**src/rtl/bca_pkg.sv**
```systemverilog
package bca_pkg;

    localparam int BCA_ADDR_W  = 16;
    localparam int BCA_DATA_W  = 8;
    localparam int BCA_SIZE_W  = 8;
    localparam int BCA_NUM_OPR = 3;

    typedef enum logic [2:0] {
        ST_IDLE,
        ST_RDA,
        ST_RDB,
        ST_WRC,
        ST_FIN
    } bca_state_e;

    typedef enum logic [1:0] {
        OPR_A = 2'd0,
        OPR_B = 2'd1,
        OPR_C = 2'd2
    } bca_opr_e;

    typedef struct packed {
        logic     rd;
        logic     wr;
        bca_opr_e sel;
        logic     idx_clr;
        logic     idx_inc;
        logic     cap_a;
        logic     sum_en;
        logic     carry_clr;
    } bca_ctrl_t;

    function automatic logic is_last(input logic [BCA_SIZE_W-1:0] idx,
                                     input logic [BCA_SIZE_W-1:0] count);
        logic [BCA_SIZE_W:0] nxt;
        nxt = {1'b0, idx} + {{BCA_SIZE_W{1'b0}}, 1'b1};
        return nxt == {1'b0, count};
    endfunction

endpackage

```
**src/rtl/bca_ctrl.sv**
```systemverilog
module bca_ctrl
    import bca_pkg::*;
#(
    parameter int SIZE_W = BCA_SIZE_W
) (
    input  logic              clk,
    input  logic              rst,
    input  logic              start_i,
    input  logic [SIZE_W-1:0] size_i,
    input  logic [SIZE_W-1:0] idx_i,
    output bca_ctrl_t         ctrl_o,
    output logic              done_o
);

    bca_state_e        st_q;
    bca_state_e        st_d;
    logic [SIZE_W-1:0] size_q;
    logic              last;

    assign last = is_last(BCA_SIZE_W'(idx_i), BCA_SIZE_W'(size_q));

    always_comb begin
        ctrl_o = '0;
        st_d   = st_q;
        case (st_q)
            ST_IDLE: begin
                if (start_i) begin
                    ctrl_o.idx_clr   = 1'b1;
                    ctrl_o.carry_clr = 1'b1;
                    st_d = (size_i == '0) ? ST_FIN : ST_RDA;
                end
            end
            ST_RDA: begin
                ctrl_o.rd  = 1'b1;
                ctrl_o.sel = OPR_A;
                st_d       = ST_RDB;
            end
            ST_RDB: begin
                ctrl_o.rd    = 1'b1;
                ctrl_o.sel   = OPR_B;
                ctrl_o.cap_a = 1'b1;
                st_d         = ST_WRC;
            end
            ST_WRC: begin
                ctrl_o.wr      = 1'b1;
                ctrl_o.sel     = OPR_C;
                ctrl_o.sum_en  = 1'b1;
                ctrl_o.idx_inc = 1'b1;
                st_d           = last ? ST_FIN : ST_RDA;
            end
            ST_FIN:  st_d = ST_IDLE;
            default: st_d = ST_IDLE;
        endcase
    end

    always_ff @(posedge clk) begin
        if (rst) begin
            st_q   <= ST_IDLE;
            size_q <= '0;
        end else begin
            st_q <= st_d;
            if (ctrl_o.idx_clr) size_q <= size_i;
        end
    end

    assign done_o = (st_q == ST_FIN);

endmodule

```
**src/rtl/bca_agen.sv**
```systemverilog
module bca_agen
    import bca_pkg::*;
#(
    parameter int ADDR_W = BCA_ADDR_W,
    parameter int IDX_W  = BCA_SIZE_W
) (
    input  logic              clk,
    input  logic              rst,
    input  bca_ctrl_t         ctrl_i,
    input  logic [ADDR_W-1:0] base_a_i,
    input  logic [ADDR_W-1:0] base_b_i,
    input  logic [ADDR_W-1:0] base_c_i,
    output logic [IDX_W-1:0]  idx_o,
    output logic [ADDR_W-1:0] addr_o
);

    localparam int NOPR = BCA_NUM_OPR;

    logic [ADDR_W-1:0] base_in [NOPR];
    logic [ADDR_W-1:0] base_q  [NOPR];
    logic [ADDR_W-1:0] addr_k  [NOPR];
    logic [IDX_W-1:0]  idx_q;

    assign base_in[0] = base_a_i;
    assign base_in[1] = base_b_i;
    assign base_in[2] = base_c_i;

    always_ff @(posedge clk) begin
        if (rst) begin
            for (int k = 0; k < NOPR; k++) base_q[k] <= '0;
            idx_q <= '0;
        end else begin
            if (ctrl_i.idx_clr) begin
                for (int k = 0; k < NOPR; k++) base_q[k] <= base_in[k];
                idx_q <= '0;
            end else if (ctrl_i.idx_inc) begin
                idx_q <= idx_q + 1'b1;
            end
        end
    end

    for (genvar k = 0; k < NOPR; k++) begin : g_opr
        assign addr_k[k] = base_q[k] + ADDR_W'(idx_q);
    end

    always_comb begin
        case (ctrl_i.sel)
            OPR_B:   addr_o = addr_k[1];
            OPR_C:   addr_o = addr_k[2];
            default: addr_o = addr_k[0];
        endcase
    end

    assign idx_o = idx_q;

endmodule

```
**src/rtl/bca_alu.sv**
```systemverilog
module bca_alu
    import bca_pkg::*;
#(
    parameter int DATA_W = BCA_DATA_W
) (
    input  logic              clk,
    input  logic              rst,
    input  bca_ctrl_t         ctrl_i,
    input  logic [DATA_W-1:0] rdata_i,
    output logic [DATA_W-1:0] wdata_o,
    output logic              carry_o
);

    logic [DATA_W-1:0] a_q;
    logic              cy_q;
    logic [DATA_W:0]   sum;

    assign sum = {1'b0, a_q} + {1'b0, rdata_i} + {{DATA_W{1'b0}}, cy_q};

    always_ff @(posedge clk) begin
        if (rst) begin
            a_q  <= '0;
            cy_q <= 1'b0;
        end else begin
            if (ctrl_i.cap_a) a_q <= rdata_i;
            if (ctrl_i.carry_clr)   cy_q <= 1'b0;
            else if (ctrl_i.sum_en) cy_q <= sum[DATA_W];
        end
    end

    assign wdata_o = sum[DATA_W-1:0];
    assign carry_o = cy_q;

endmodule

```
**src/rtl/byte_chain_adder.sv**
```systemverilog
module byte_chain_adder
    import bca_pkg::*;
#(
    parameter int ADDR_W = BCA_ADDR_W,
    parameter int DATA_W = BCA_DATA_W,
    parameter int SIZE_W = BCA_SIZE_W
) (
    input  logic              clk,
    input  logic              rst,
    input  logic              start_i,
    input  logic [ADDR_W-1:0] base_a_i,
    input  logic [ADDR_W-1:0] base_b_i,
    input  logic [ADDR_W-1:0] base_c_i,
    input  logic [SIZE_W-1:0] size_i,
    output logic              done_o,
    output logic              carry_o,
    output logic              mem_rd_o,
    output logic              mem_wr_o,
    output logic [ADDR_W-1:0] mem_addr_o,
    output logic [DATA_W-1:0] mem_wdata_o,
    input  logic [DATA_W-1:0] mem_rdata_i
);

    bca_ctrl_t         ctrl;
    logic [SIZE_W-1:0] idx;

    bca_ctrl #(.SIZE_W(SIZE_W)) u_ctrl (
        .clk     (clk),
        .rst     (rst),
        .start_i (start_i),
        .size_i  (size_i),
        .idx_i   (idx),
        .ctrl_o  (ctrl),
        .done_o  (done_o)
    );

    bca_agen #(.ADDR_W(ADDR_W), .IDX_W(SIZE_W)) u_agen (
        .clk      (clk),
        .rst      (rst),
        .ctrl_i   (ctrl),
        .base_a_i (base_a_i),
        .base_b_i (base_b_i),
        .base_c_i (base_c_i),
        .idx_o    (idx),
        .addr_o   (mem_addr_o)
    );

    bca_alu #(.DATA_W(DATA_W)) u_alu (
        .clk     (clk),
        .rst     (rst),
        .ctrl_i  (ctrl),
        .rdata_i (mem_rdata_i),
        .wdata_o (mem_wdata_o),
        .carry_o (carry_o)
    );

    assign mem_rd_o = ctrl.rd;
    assign mem_wr_o = ctrl.wr;

endmodule

```
**config.mk**
```make
export PLATFORM = sky130hd
export DESIGN_NAME = byte_chain_adder
export DESIGN_NICKNAME = d
export VERILOG_FILES = /design/src/rtl/bca_pkg.sv /design/src/rtl/bca_ctrl.sv /design/src/rtl/bca_agen.sv /design/src/rtl/bca_alu.sv /design/src/rtl/byte_chain_adder.sv
export SDC_FILE = /design/constraint.sdc
export NUM_CORES = 1
export LEC_CHECK = 0
export BUFFER_PORTS_ARGS = -buffer_cell sky130_fd_sc_hd__buf_4
export CORE_UTILIZATION = 56
export DETAILED_ROUTE_END_ITERATION = 7
export PLACE_DENSITY = 0.82
export SYNTH_ARGS = -nofsm -noshare
export SYNTH_HDL_FRONTEND = slang
export SYNTH_SLANG_ARGS = --single-unit
```
**constraint.sdc**
```tcl
create_clock -name clk -period 11.1 [get_ports clk]
set_clock_uncertainty 0.2 [all_clocks]
set_input_delay 2.22 -clock clk [delete_from_list [all_inputs] [get_ports clk]]
set_output_delay 2.22 -clock clk [all_outputs]
set_load 0.02 [all_outputs]
```
==> results_dict.tcl <==
set metrics [dict create \
    drc_errors 0 \
    n_antenna_cell 0 \
    rsz0062_at_grt "no" \
    synth-xor-area-share_pct 7.76 \
    routedLengthMet1_um 3840 \
    dr.first_iter.drc_count 232 \
    starting_utilization_of_the_core_area_pct 57.9 \
    detailroute.wirelength.met2_um 4170 \
    post_syn_area_um2 4180 \
    reg_clk_slew_reported_paths_ns 0.08 \
    final_cell_count_no_fill 583 \
    syn_nets 489 \
    fraction_of_power_consumed_by_sequential_logic_pct 49.4 \
    pin_count_of_the_biggest_net_entering_global_routing 57 \
    final_antenna_net_count 0 \
    power-per-cell-area_nw_per_um2 131 \
    cts_made_buffers 9 \
    worstMarginPinSlew_ns 1.08 \
    crit_required_ns 8.68 \
    run_status "completed" \
    yosys_warnings 0 \
    holdPathEnd "u_alu.a_q[2]" \
    power_frac_comb_pct 16.5 \
    post-route-worst-setup-slack_ns 4.10 \
    hold_path.startpoint "u_alu.a_q[2]" \
    dp.final_hpwl_um 6450 \
    dpl_worst_slack_ns 4.47 \
    total_power_uw 668 \
    worstHoldPathCells 2 \
    grt_pass1_vias 2916 \
    port_buffers 94 \
    final_hold_violations 0 \
    die_w_um 88.3 \
    timing.critical_path.fanout_max 32 \
    die-height_um 88.3 \
    post_cts_buffers 0 \
    gp_congestion 0.824 \
    htree_num_levels 3 \
    post_cts_hold_buffer_count 0 \
    ctsRootBufferMaster "clkbuf_8" \
    report.final.setup_viol 0 \
    totalWireLength_um 8590 \
    hold_path_class "register to register" \
    p_leak_nw 2.13 \
    fillCellCount 542 \
    fp.coreArea_um2 7210 \
    timing_max_transition_violations_final 0 \
    r2r_end "u_ctrl.st_q[0]" \
    grt_antenna_before_repair 0 \
    numClockSinks 76 \
    fmax_ghz 0.143 \
    detailroute.wirelength.met3_um 412 \
    count_of_placed_standard_cells_including_taps 567 \
    synth.lib_cells_used.distinct 48 \
    criticalPathCategory "register to output port" \
    critPathLaunchType "register" \
    clock_tree_buffer_depth 2 \
    most_used_flip_flop_cell_after_synthesis "edfxtp_1" \
    synthesis.instances 400 \
    netSwitchingFraction_pct 25.0 \
    maxCapViolations 0 \
    detailedRoute.firstPassIterationCount 4 \
    reg2reg_setup_slack_ns 8.14 \
    timing.critical_path.slowest_stage_cell "nor3b_2" \
    cts.repair.resized 0 \
    tns_ns 0 \
    post_synth.cell_area_avg_um2 10.4 \
    route.detailed.vias_per_inst 5.32 \
    row_count 31 \
    synth_simple_gate_area_share_pct 18.6 \
    worst_ir_drop_vdd_v 0.0000797 \
    timing.final.crit_share_pct 63.1 \
    asr_flop_ratio_synth_pct 0 \
    net-switching-power_uw 167 \
    slew_headroom_pct 27.6 \
    grt_first_pass_wirelength_um 13400 \
    routed-via-count 3102 \
    timing.reg2reg.worst_path_depth 7 \
    highest_layer "met4" \
    synth.mux.area_fraction_pct 2.19 \
    fin_crit_ns 7.00 \
    design_internal_power_uw 501 \
    synthToLayoutAreaGrowth_pct 22.1 \
    ios 95 \
    finalNetCount 568 \
    grt_util_all_layers_pct 23.0 \
    timing.critical_path.mode_cell "o21ai_0" \
    clkLatencyLatePin_ns 0.34 \
    gr-total-overflow 0 \
    dominant_combinational_cell_family_by_area_after_synthesis "simple AND/OR/NAND/NOR gates" \
    worst_endpoint_data_arrival_time_ns 4.58 \
    crit_path_max_cell_delay_ns 0.82 \
    synth_compound_gate_area_share_pct 12.1 \
    synth-seq-area-share_pct 47.9 \
    crit_path_cell_trace "nor3b_2, ha_1, o21ai_0, ha_1, fa_1, a21oi_1, o21ai_0, a21oi_1, o21ai_0, nand2_1, xor2_1, buf_4" \
    ys_ff_latch 76 \
    synth_enable_flop_cells 48 \
    tritoncts "done" \
    final_layout_size_suffix_gt1_share_pct 24.8 \
    yosys.area_share.adder_pct 7.13 \
    hold-worst-slack_ns 0.301 \
    fp.dieArea_um2 7800 \
    routedWlPerCell_um 14.7 \
    critical_path.reg2reg.startpoint "u_ctrl.st_q[1]" \
    power.share.clock_pct 34.1 \
    endpoint_kind "output port" \
]
==> cells in the mapped netlist, drive strengths merged, types with 2 or more instances <==
| cell type | n | area [um^2] |
|---|---|---|
| a211oi | 3 | 22.5 |
| a21o | 4 | 30.0 |
| a21oi | 15 | 75.1 |
| a221oi | 2 | 23.8 |
| a22o | 8 | 70.1 |
| a22oi | 14 | 105 |
| and2 | 51 | 319 |
| buf | 12 | 85.1 |
| clkbuf | 15 | 56.3 |
| dfxtp | 28 | 561 |
| edfxtp | 48 | 1440 |
| fa | 3 | 60.1 |
| ha | 19 | 238 |
| inv | 8 | 30.0 |
| mux2i | 8 | 80.1 |
| nand2 | 21 | 81.3 |
| nand2b | 5 | 31.3 |
| nand3 | 4 | 20.0 |
| nand4 | 2 | 12.5 |
| nor2 | 40 | 150 |
| nor2b | 4 | 25.0 |
| nor3 | 8 | 45.0 |
| nor4 | 4 | 40.0 |
| o21a | 4 | 30.0 |
| o21ai | 16 | 80.1 |
| o31a | 2 | 17.5 |
| or2 | 2 | 12.5 |
| xnor2 | 24 | 210 |
| xor2 | 13 | 114 |
==> worst max-delay path by stage <==
stage | from | end | slack [ns]
final | u_ctrl.st_q[1] | mem_addr_o[12] | 4.10
after global routing | u_ctrl.st_q[1] | mem_addr_o[12] | 3.70
after floorplan | mem_rdata_i[0] | mem_wdata_o[6] | 4.85
after CTS | u_ctrl.st_q[1] | mem_addr_o[12] | 4.05
after global placement | u_ctrl.st_q[1] | mem_addr_o[14] | 4.62
after detailed placement | u_ctrl.st_q[1] | mem_addr_o[12] | 4.47
==> logic make-up after synthesis <==
family                   after synthesis
adder cells (fa/ha/maj)               22
buffers and inverters                 36
flip-flops                            76
multiplexers                           9
AO/OA/AOI/OAI                         74
AND/OR/NAND/NOR                      146
XOR/XNOR                              37
==> worst max-delay path: cells and delay by family, from the launching register on <==
family	cells	cell delay, ns
xor+xnor	1	0.16
flops	1	0.45
buf+inv	1	0.16
simple gates	2	0.97
compound gates	5	0.97
fa+ha+maj	3	1.50
==> metrics by stage <==
stage | util [%] | area [um^2]
after floorplan | - | 4180
after global placement | 67.7 | 4880
after detailed placement | 67.7 | 4880
after CTS | 70.7 | 5100
after global routing | 70.7 | 5100
final | 70.7 | 5100
==> power by group through the flow <==
stage                     Clock (mW)  Sequential [mW]  Combinational, mW
final                          0.228            0.330              0.110
after CTS                      0.230            0.330              0.111
after floorplan                    0            0.333             0.0713
after detailed placement           0            0.337              0.110
after global routing           0.240            0.332              0.120
after global placement             0            0.335              0.108
==> cells in the final DEF, fill, tap and decap left out, types with 2 or more instances in the layout <==
master	n
nor2b_1	4
ha_1	19
o21ai_1	2
nor3_2	2
a211oi_1	3
nor3_1	6
edfxtp_1	48
dfxtp_1	28
inv_1	8
bufinv_16	2
xnor2_1	24
a22o_1	8
o31a_1	2
o21ai_0	14
or2_2	2
clkbuf_8	9
nand3_1	4
xor2_1	13
and2_1	51
nor4_1	3
a21oi_1	15
buf_4	95
a22oi_1	14
nand2b_1	5
a21o_1	4
nor2_1	40
nand4_1	2
clkinv_4	2
nand2_1	20
fa_1	3
o21a_1	4
mux2i_1	8
==> flip-flops by register name, summed over array words and instances (netlist names) <==
register       count
u_ctrl.size_q      8
u_agen.base_q     48
u_alu.carry_o      1
u_alu.a_q          8
u_agen.idx_o       8
u_ctrl.st_q        3
==> layout make-up <==
type	instances	area [um^2]	share of cell area, %
repair buffers	95	713	14.0
multi-input cells	288	2010	39.4
flip-flops and latches	76	2000	39.3
well taps	99	124	2.43
clock inverters	6	88.8	1.74
clock buffers	10	128	2.50
inverters	9	33.8	0.663
==> routing by layer <==
layer / global-route usage [%] / vias up
met4: 9.97 / 0
met3: 4.57 / 16
met5: 0 / -
li1: - / 1550
met1: 30.4 / 1448
met2: 36.9 / 88
(Power assumes the default switching activity.)
